## src/rtl/pwm_tmr_pkg.sv

```systemverilog
package pwm_tmr_pkg;

    localparam int CNT_W  = 16;
    localparam int BYTE_W = 8;
    localparam int ADDR_W = 3;

    typedef enum logic [ADDR_W-1:0] {
        RA_CTRL   = 3'd0,
        RA_LIM_HI = 3'd1,
        RA_LIM_LO = 3'd2,
        RA_DTY_HI = 3'd3,
        RA_DTY_LO = 3'd4
    } reg_addr_e;

    // control byte layout
    localparam int CB_SEL_LO = 0;
    localparam int CB_MODE   = 2;
    localparam int CB_OVFCLR = 7;

    typedef struct packed {
        logic [1:0] clk_sel;
        logic       tri_mode;
    } ctrl_t;

    // limit of zero selects free-running operation
    function automatic logic [CNT_W-1:0] top_of(input logic [CNT_W-1:0] lim);
        return (lim == '0) ? '1 : lim;
    endfunction

endpackage

```

## src/rtl/pwm_tmr_shadow.sv

```systemverilog
module pwm_tmr_shadow #(
    parameter int            W     = 16,
    parameter int            BW    = 8,
    parameter int            NB    = W / BW,
    parameter logic [W-1:0]  RST_V = '0
) (
    input  logic          clk,
    input  logic          rst,
    input  logic [NB-1:0] lane_we,
    input  logic [BW-1:0] wdata,
    input  logic          seq_clr,
    input  logic          load,
    output logic [W-1:0]  active
);
    logic [W-1:0]  stage_q, assembled, pend_val_q, act_q;
    logic [NB-1:0] seen_q;
    logic          pend_q, complete;

    for (genvar l = 0; l < NB; l++) begin : g_lane
        assign assembled[l*BW +: BW] = lane_we[l] ? wdata : stage_q[l*BW +: BW];
    end

    assign complete = (|lane_we) && ((seen_q | lane_we) == {NB{1'b1}});

    always_ff @(posedge clk) begin
        if (rst) begin
            stage_q    <= '0;
            seen_q     <= '0;
            pend_q     <= 1'b0;
            pend_val_q <= '0;
            act_q      <= RST_V;
        end else begin
            stage_q <= assembled;
            if (seq_clr || complete)
                seen_q <= '0;
            else
                seen_q <= seen_q | lane_we;
            if (complete) begin
                pend_val_q <= assembled;
                pend_q     <= 1'b1;
            end else if (load) begin
                pend_q <= 1'b0;
            end
            if (load && pend_q)
                act_q <= pend_val_q;
        end
    end

    assign active = act_q;
endmodule

```

## src/rtl/pwm_tmr_counter.sv

```systemverilog
module pwm_tmr_counter #(
    parameter int W = 16
) (
    input  logic         clk,
    input  logic         rst,
    input  logic         run,
    input  logic         tri_mode,
    input  logic [W-1:0] top,
    output logic [W-1:0] cnt,
    output logic         up,
    output logic         at_load,
    output logic         wrap
);
    logic [W-1:0] cnt_q, cnt_n;
    logic         up_q, up_n, up_eff;

    always_comb begin
        up_eff = tri_mode ? up_q : 1'b1;
        if (!run)
            cnt_n = cnt_q;
        else if (!tri_mode)
            cnt_n = (cnt_q >= top) ? '0 : cnt_q + W'(1);
        else if (up_eff)
            cnt_n = (cnt_q >= top) ? cnt_q - W'(1) : cnt_q + W'(1);
        else
            cnt_n = (cnt_q == '0) ? cnt_q + W'(1) : cnt_q - W'(1);

        if (!tri_mode || cnt_n == '0)
            up_n = 1'b1;
        else if (run && up_eff && cnt_q >= top)
            up_n = 1'b0;
        else
            up_n = up_q;
    end

    always_ff @(posedge clk) begin
        if (rst) begin
            cnt_q <= '0;
            up_q  <= 1'b1;
        end else begin
            cnt_q <= cnt_n;
            up_q  <= up_n;
        end
    end

    assign cnt     = cnt_q;
    assign up      = up_q;
    assign at_load = run && up_eff && (cnt_q == top - W'(1));
    assign wrap    = run && (cnt_n == '0) && (cnt_q != '0);
endmodule

```

## src/rtl/pwm_tmr_compare.sv

```systemverilog
module pwm_tmr_compare #(
    parameter int W = 16
) (
    input  logic         clk,
    input  logic         rst,
    input  logic         run,
    input  logic         tri_mode,
    input  logic         wrap,
    input  logic [W-1:0] cnt,
    input  logic [W-1:0] top,
    input  logic [W-1:0] duty,
    output logic         pwm
);
    logic [W-1:0] duty_start_q, duty_eff;

    // duty value captured at each period start
    always_ff @(posedge clk) begin
        if (rst)
            duty_start_q <= '0;
        else if (!run || wrap)
            duty_start_q <= duty;
    end

    always_comb begin
        duty_eff = (duty == '0 || duty_start_q == '0) ? duty_start_q : duty;
        if (tri_mode)
            pwm = (duty_eff != '0) && ((duty_eff >= top) || (cnt < duty_eff));
        else
            pwm = cnt < duty_start_q;
    end
endmodule

```

## src/rtl/pwm_tmr.sv

```systemverilog
module pwm_tmr
    import pwm_tmr_pkg::*;
#(
    parameter int CW = CNT_W,
    parameter int AW = ADDR_W,
    parameter int DW = BYTE_W
) (
    input  logic          clk,
    input  logic          rst,
    input  logic          bus_we,
    input  logic [AW-1:0] bus_addr,
    input  logic [DW-1:0] bus_wdata,
    input  logic          dbg_halt,
    output logic          pwm_out,
    output logic          ovf_flag
);
    localparam int NB = CW / DW;

    ctrl_t        ctrl_q;
    logic         ovf_q, run, ctrl_we, at_load, wrap, cnt_up, load;
    logic [CW-1:0] lim_act, duty_act, top_val, cnt;
    logic [NB-1:0] lim_we, duty_we;
    reg_addr_e     ra;

    assign ra      = reg_addr_e'(bus_addr);
    assign ctrl_we = bus_we && (ra == RA_CTRL);
    assign lim_we  = {bus_we && (ra == RA_LIM_HI), bus_we && (ra == RA_LIM_LO)};
    assign duty_we = {bus_we && (ra == RA_DTY_HI), bus_we && (ra == RA_DTY_LO)};
    assign run     = |ctrl_q.clk_sel;
    assign top_val = top_of(lim_act);
    assign load    = !run || at_load;

    always_ff @(posedge clk) begin
        if (rst) begin
            ctrl_q <= '0;
            ovf_q  <= 1'b0;
        end else begin
            if (ctrl_we) begin
                ctrl_q.clk_sel  <= bus_wdata[CB_SEL_LO +: 2];
                ctrl_q.tri_mode <= bus_wdata[CB_MODE];
            end
            if (wrap)
                ovf_q <= 1'b1;
            else if (ctrl_we && bus_wdata[CB_OVFCLR])
                ovf_q <= 1'b0;
        end
    end

    pwm_tmr_shadow #(.W(CW), .BW(DW)) u_lim (
        .clk(clk), .rst(rst), .lane_we(lim_we), .wdata(bus_wdata),
        .seq_clr(ctrl_we && dbg_halt), .load(load), .active(lim_act)
    );

    pwm_tmr_shadow #(.W(CW), .BW(DW)) u_duty (
        .clk(clk), .rst(rst), .lane_we(duty_we), .wdata(bus_wdata),
        .seq_clr(1'b0), .load(load), .active(duty_act)
    );

    pwm_tmr_counter #(.W(CW)) u_cnt (
        .clk(clk), .rst(rst), .run(run), .tri_mode(ctrl_q.tri_mode),
        .top(top_val), .cnt(cnt), .up(cnt_up), .at_load(at_load), .wrap(wrap)
    );

    pwm_tmr_compare #(.W(CW)) u_cmp (
        .clk(clk), .rst(rst), .run(run), .tri_mode(ctrl_q.tri_mode),
        .wrap(wrap), .cnt(cnt), .top(top_val), .duty(duty_act), .pwm(pwm_out)
    );

    assign ovf_flag = ovf_q;
endmodule

```

## config.mk

```make
export PLATFORM = sky130hd
export DESIGN_NAME = pwm_tmr
export DESIGN_NICKNAME = d
export VERILOG_FILES = /design/src/rtl/pwm_tmr_pkg.sv /design/src/rtl/pwm_tmr_shadow.sv /design/src/rtl/pwm_tmr_counter.sv /design/src/rtl/pwm_tmr_compare.sv /design/src/rtl/pwm_tmr.sv
export SDC_FILE = /design/constraint.sdc
export NUM_CORES = 1
export LEC_CHECK = 0
export ABC_CLOCK_PERIOD_IN_PS = 7350
export BUFFER_PORTS_ARGS = -buffer_cell sky130_fd_sc_hd__buf_2
export CORE_ASPECT_RATIO = 0.8
export CORE_UTILIZATION = 35
export DETAILED_ROUTE_END_ITERATION = 6
export GPL_TIMING_DRIVEN = 0
export SLEW_MARGIN = 20
export SYNTH_ARGS = -nofsm -noshare
export SYNTH_HDL_FRONTEND = slang
export SYNTH_HIERARCHICAL = 1
export SYNTH_SLANG_ARGS = --single-unit
```

## constraint.sdc

```tcl
create_clock -name clk -period 7.35 [get_ports clk]
set_input_delay 1.1025 -clock clk [delete_from_list [all_inputs] [get_ports clk]]
set_output_delay 1.1025 -clock clk [all_outputs]
set_load 0.1 [all_outputs]
```

==> results.json, run 1 <==
{
  "drive_above_1_share": 0.135,
  "grtUsageTotal": 0.195,
  "timing.rr.end": "u_cmp/duty_start_q[6]$_SDFFE_PP0P_",
  "clockBufferDepth": 2,
  "crit_buf_inv": 5,
  "clk_pin_slew_ps": 60,
  "arrival_ps": 6410,
  "cp_slowest_cell": "and3_1",
  "worstSetupPathDepth": 22,
  "post_cts_buffers": 0,
  "grt_max_degree": 26,
  "slowest_delay_ps": 400,
  "worstSetupStartpointType": "flip-flop",
  "antenna_found_initial": 0,
  "path_cells": "nor4_1 > nand4_1 > buf_2 > nand2b_1 > inv_1 > ha_1 > and3_1 > o21ai_0 > a311o_2 > nand4b_1 > nand2_1 > buf_2 > o221ai_1 > a22oi_1 > o2111ai_1 > nor4_2 > and3_1 > nand2b_1 > clkbuf_1 > clkbuf_1 > nand2_1 > a21oi_1",
  "avgViaCountPerCell": 5.39,
  "setup_viol_count_final": 0,
  "hold_violations": 0,
  "worstSetupPathType": "reg -> reg",
  "num-nets-final": 1168,
  "worst_slew_pin_slew_ps": 756,
  "fin_tns_setup_ps": 0,
  "port_buffers": 16,
  "vias": 7649,
  "grt_pass1_vias": 7140,
  "hp-class": "reg -> reg",
  "cts_resized": 0,
  "synthDistinctLibCells": 88,
  "worst_skew_pair.late_latency_ps": 430,
  "synthCells": 1053,
  "critPathLaunch": "u_lim/active[11]$_SDFFE_PP0P_",
  "fin_crit_ps": 6050,
  "synth_edf_count": 0,
  "syn_area_per_cell_um2": 8.42,
  "grt_overflow": 0,
  "drt_iter0_drc": 920,
  "end_kind": "flip-flop",
  "num_rows": 51,
  "outcome": "finished clean",
  "ant_nets": 0,
  "rr_worst_depth": 22,
  "r2r-start": "u_lim/active[11]$_SDFFE_PP0P_",
  "core_um2": 24600,
  "p_per_area_nw_per_um2": 174,
  "rsz0062_at_grt": "no",
  "maxSlewViolCount": 0,
  "initial_core_util": 0.360,
  "ys.warnings.count": 6,
  "irDropWorstVdd_mv": 0.145,
  "fin_crit_sh": 0.823,
  "netlist_area_um2": 8870,
  "cp.required_ps": 7720,
  "ys_seq_area_frac": 0.314,
  "max_slew_margin": 0.490,
  "drt_wl_total_um": 24600,
  "dominantRegCellSynth": "dfxtp_1",
  "cpLargestDelayFamily": "simple AND/OR/NAND/NOR gates",
  "maxCapViolCount": 0,
  "cts_made_buffers": 17,
  "synth_seq_cells": 139,
  "cts_tree": "built",
  "crit_end": "u_cmp/duty_start_q[6]$_SDFFE_PP0P_",
  "regToRegSetupSlack_ps": 1300,
  "die_area_um2": 26000,
  "wl_per_cell_um": 17.3,
  "async_flop_share": 0,
  "diodes": 0,
  "firstDrtPassIters": 5,
  "die_h_um": 144,
  "finClkSkew_ps": 15.8,
  "worstPathMaxFanout": 10,
  "ctsHoldBuffers": 0,
  "cts_root_buffer": "clkbuf_16",
  "p_total_mw": 1.73,
  "drc": 0,
  "grt_pass1_wl_um": 39400,
  "dp_hpwl_um": 18400,
  "max_freq_mhz": 165,
  "gp_congestion": 0.930,
  "die_w_um": 180,
  "area_growth_pct": 12.1,
  "p_leak_nw": 4.20,
  "htree_levels": 4,
  "boundaryPins": 17,
  "numClockSinks": 139
}
==> worst min-delay path, stage by stage, from the launching register on <==
cell,delay [ps]
dfxtp_1,300
nand2_1,50
a21oi_1,50
==> synthesized netlist by cell type, types with 5 or more instances <==
library cell	number	area (µm²)
and2_1	5	31.3
ha_1	64	801
o21ai_0	23	115
o22ai_1	7	43.8
nor4_2	9	113
nor2b_1	43	269
nand2_1	130	488
xnor2_1	17	149
dfxtp_1	139	2780
buf_2	16	80.1
o211ai_1	6	45.0
nand2b_1	20	125
a211oi_1	9	67.6
a21oi_1	81	405
nand3_1	16	80.1
nand4_1	16	100
clkbuf_1	22	82.6
mux2_2	19	214
a21o_1	18	135
and3_1	8	50.1
mux2i_1	39	390
inv_1	70	263
xor2_1	10	87.6
nor3_1	16	80.1
mux2_4	14	210
nor4_1	20	125
nor2_1	99	372
buf_6	8	90.1
==> power breakdown <==
part | internal [mW] | leakage (nW) | switching, mW
Clock | 0.504 | 0.290 | 0.362
Sequential | 0.759 | 1.12 | 0.00489
Combinational | 0.0319 | 2.79 | 0.0667
Total | 1.29 | 4.20 | 0.433
==> metrics by stage <==
stage	cell area, µm²	instances	worst slack (ps)	utilization	hold WS, ps
after CTS	9940	1420	1400	0.404	456
after detailed placement	9350	1388	1420	0.380	447
final	9940	1420	1300	0.404	448
after global routing	9940	1420	798	0.404	476
after global placement	9350	1388	1470	0.380	441
after floorplan	8870	1054	1970	-	427
==> cells by family (layout without fill, tap and decap cells) <==
group / after synthesis / after routing / synth area share
XOR/XNOR: 27 / 27 / 0.0267
AND/OR/NAND/NOR: 422 / 422 / 0.254
adder cells (fa/ha/maj): 64 / 64 / 0.0903
multiplexers: 72 / 72 / 0.0919
AO/OA/AOI/OAI: 206 / 206 / 0.157
buffers and inverters: 122 / 170 / 0.0656
other: 1 / 2 / 0.000423
flip-flops: 139 / 139 / 0.314
==> placed cells by master, fill, tap and decap left out, drive strengths merged, types with 20 or more instances in the layout <==
cell / instances
nor2b: 43
ha: 64
mux2i: 39
o21ai: 25
clkbuf: 42
nor2: 104
nand4: 20
mux2: 33
dfxtp: 139
nor4: 30
inv: 77
nand2b: 20
buf: 46
a21oi: 84
nand2: 130
==> registers in the layout, summed over array words and instances, names as in the netlist, 2 cells and up <==
signal and count:
u_duty/seen_q 2, ctrl_q 3, u_duty/pend_val_q 16, u_lim/seen_q 2, u_lim/active 16, u_duty/active 16
u_lim/stage_q 16, u_duty/stage_q 16, u_cnt/cnt 16, u_cmp/duty_start_q 16, u_lim/pend_val_q 16
==> per-layer routing <==
metal / global-route usage / up-vias / share of wire
met2: 0.301 / 213 / 0.43
met4: 0.0472 / 0 / 0.013
li1: - / 3774 / -
met1: 0.278 / 3636 / 0.50
met3: 0.0370 / 26 / 0.055
met5: 0 / - / 0
==> worst min path at each step <==
stage | from | to | slack (ps) | depth (start not counted)
final | u_lim/pend_val_q[1]$_SDFFE_PP0P_ | u_lim/active[1]$_SDFFE_PP0P_ | 450 | 2
after CTS | u_lim/pend_val_q[9]$_SDFFE_PP0P_ | u_lim/active[9]$_SDFFE_PP0P_ | 460 | 2
after floorplan | u_lim/pend_val_q[0]$_SDFFE_PP0P_ | u_lim/active[0]$_SDFFE_PP0P_ | 430 | 2
after detailed placement | u_lim/pend_val_q[8]$_SDFFE_PP0P_ | u_lim/active[8]$_SDFFE_PP0P_ | 450 | 2
after global placement | u_lim/pend_val_q[8]$_SDFFE_PP0P_ | u_lim/active[8]$_SDFFE_PP0P_ | 440 | 2
after global routing | u_duty/pend_val_q[8]$_SDFFE_PP0P_ | u_duty/active[8]$_SDFFE_PP0P_ | 480 | 2
==> final cells by class <==
cell class,instances,area (µm²)
fill,2515,14700
multi-input combinational,793,5510
sequential,139,2780
clock buffer,20,467
tap,318,398
buffer,52,319
inverter,70,263
clock inverter,12,128
timing repair buffer,16,80.1
Power figures use the tool's default switching activity.
==> inputs of run 2 (changes only) <==
ABC_CLOCK_PERIOD_IN_PS = 5450   (was 7350)
clock period = 5.45 ns   (was 7.35 ns; I/O delays follow)
==> results.json, run 2 (synthesized netlist as in run 1, its figures left out) <==
{
  "grt_overflow": 0,
  "ant_nets": 0,
  "end_kind": "output port",
  "max_freq_mhz": 193,
  "cp.required_ps": 4630,
  "regToRegSetupSlack_ps": 320,
  "fin_crit_sh": 0.951,
  "worstHoldEndpoint": "u_lim/active[1]$_SDFFE_PP0P_",
  "die_w_um": 180,
  "final_common_cell": "dfxtp_1",
  "firstDrtPassIters": 6,
  "irDropWorstVdd_mv": 0.197,
  "outcome": "finished clean",
  "wl_per_cell_um": 17.3,
  "ctsHoldBuffers": 0,
  "switchingPower_uw": 587,
  "avgViaCountPerCell": 5.40,
  "critPathLaunch": "u_duty/active[3]$_SDFFE_PP0P_",
  "grt_pass1_wl_um": 39400,
  "arrival_ps": 4360,
  "drt_iter0_drc": 685,
  "grt_max_degree": 26,
  "final_cell_mix": "dfxtp_1 (139), nand2_1 (130), nor2_1 (98)",
  "path_cells": "nor4_2 > nand4_2 > and2_4 > buf_6 > clkbuf_1 > a21oi_1 > ha_1 > and4_1 > a21o_1 > o21ai_0 > nand4b_1 > a221o_1 > a32oi_1 > buf_2",
  "drt_wl_total_um": 24700,
  "cts_root_buffer": "clkbuf_16",
  "drc": 0,
  "htree_levels": 4,
  "worstSetupPathType": "reg -> out",
  "cts_tree": "built",
  "hold_depth": 2,
  "vias": 7690,
  "diodes": 0,
  "r2r-start": "u_lim/active[11]$_SDFFE_PP0P_",
  "core_um2": 24600,
  "finalWorstSetupSlack_ps": 269,
  "num_rows": 51,
  "num-nets-final": 1172,
  "maxSlewViolCount": 0,
  "netSwitchingFraction": 0.251,
  "power_frac_comb": 0.057,
  "fin_hold_ws_ps": 447,
  "pwr-share-clk": 0.501,
  "area_growth_pct": 13.3,
  "fin_tns_setup_ps": 0,
  "clk_pin_slew_ps": 60,
  "finClkSkew_ps": 15.0,
  "numClockSinks": 139,
  "worst_slew_pin_slew_ps": 645,
  "drive_above_1_share": 0.151,
  "dp_hpwl_um": 18400,
  "clockBufferDepth": 2,
  "place_ws_ps": -481,
  "slowest_delay_ps": 460,
  "cts_made_buffers": 17,
  "p_per_area_nw_per_um2": 232,
  "rr_worst_depth": 22,
  "cpLargestDelayFamily": "compound AO/OA/AOI/OAI gates",
  "antenna_found_initial": 0,
  "cp_slowest_cell": "buf_2",
  "hold_violations": 0,
  "grt_pass1_vias": 7137,
  "worst_skew_pair.late_latency_ps": 430,
  "die_area_um2": 26000,
  "boundaryPins": 17,
  "p_int_mw": 1.75,
  "worstSetupStartpointType": "flip-flop",
  "gp_congestion": 0.930,
  "die_h_um": 144,
  "crit_buf_inv": 3,
  "layoutNonFillerInstCount": 1424,
  "p_total_mw": 2.33,
  "hold_start": "u_lim/pend_val_q[1]$_SDFFE_PP0P_",
  "dp.cells": 1388,
  "initial_core_util": 0.360,
  "timing.rr.end": "u_cmp/duty_start_q[14]$_SDFFE_PP0P_",
  "fin_crit_ps": 5180,
  "port_buffers": 16,
  "p_seq_frac": 0.442,
  "worstPathMaxFanout": 10,
  "hp-class": "reg -> reg",
  "maxCapViolCount": 0,
  "grtUsageTotal": 0.195,
  "rsz0062_at_grt": "no",
  "setup_viol_count_final": 0,
  "p_leak_nw": 4.25,
  "max_slew_margin": 0.570
}
==> run 2: how the worst max path moves through the flow <==
| stage | endpoint | slack (ps) | cells past startpoint |
|---|---|---|---|
| CTS | u_cmp/duty_start_q[2]$_SDFFE_PP0P_ | 60 | 20 |
| detailed placement | u_cmp/duty_start_q[2]$_SDFFE_PP0P_ | -480 | 22 |
| global route | u_cmp/duty_start_q[6]$_SDFFE_PP0P_ | 7 | 21 |
| finish | pwm_out | 270 | 14 |
| global placement | u_cmp/duty_start_q[5]$_SDFFE_PP0P_ | -430 | 22 |
| floorplan | pwm_out | 360 | 14 |
==> run 2: final cells by class <==
class	count	area, µm²
Clock inverter	12	128
Multi-Input combinational cell	793	5570
Sequential cell	139	2780
Inverter	70	263
Tap cell	318	398
Timing Repair Buffer	21	118
Fill cell	2509	14600
Clock buffer	20	467
Buffer	51	323
==> run 2: routing by layer <==
layer,GRT usage,share of wire
met1,0.277,0.51
met2,0.302,0.43
met3,0.0370,0.051
met4,0.0472,0.0098
met5,0,0
==> run 2: per-stage QoR <==
stage / util / area, µm²
5_1_grt: 0.408 / 10000
4_1_cts: 0.404 / 9950
3_5_place_dp: 0.380 / 9350
6_report: 0.408 / 10000
3_3_place_gp: 0.380 / 9350
2_1_floorplan: - / 8870
==> run 2: timing repair <==
item / in CTS / in global routing
pin swaps: 1 / 6
gates resized for setup: 4 / 19
buffers inserted: 1 / 4
setup endpoints to repair: 16 / 17
==> run 2: power by group through the flow <==
| stage | logic, mW | clock network [mW] | registers (mW) |
|---|---|---|---|
| 2_1_floorplan | 0.0882 | 0 | 1.05 |
| 3_3_place_gp | 0.131 | 0 | 1.05 |
| 3_5_place_dp | 0.131 | 0 | 1.05 |
| 4_1_cts | 0.131 | 1.19 | 1.03 |
| 5_1_grt | 0.145 | 1.24 | 1.03 |
| 6_report | 0.134 | 1.17 | 1.03 |
==> run 2: worst min-delay path: cells and delay by family, from the launching register on <==
| kind | cells | cell delay, ps |
|---|---|---|
| compound gates | 1 | 50 |
| simple gates | 1 | 50 |
| flops | 1 | 300 |
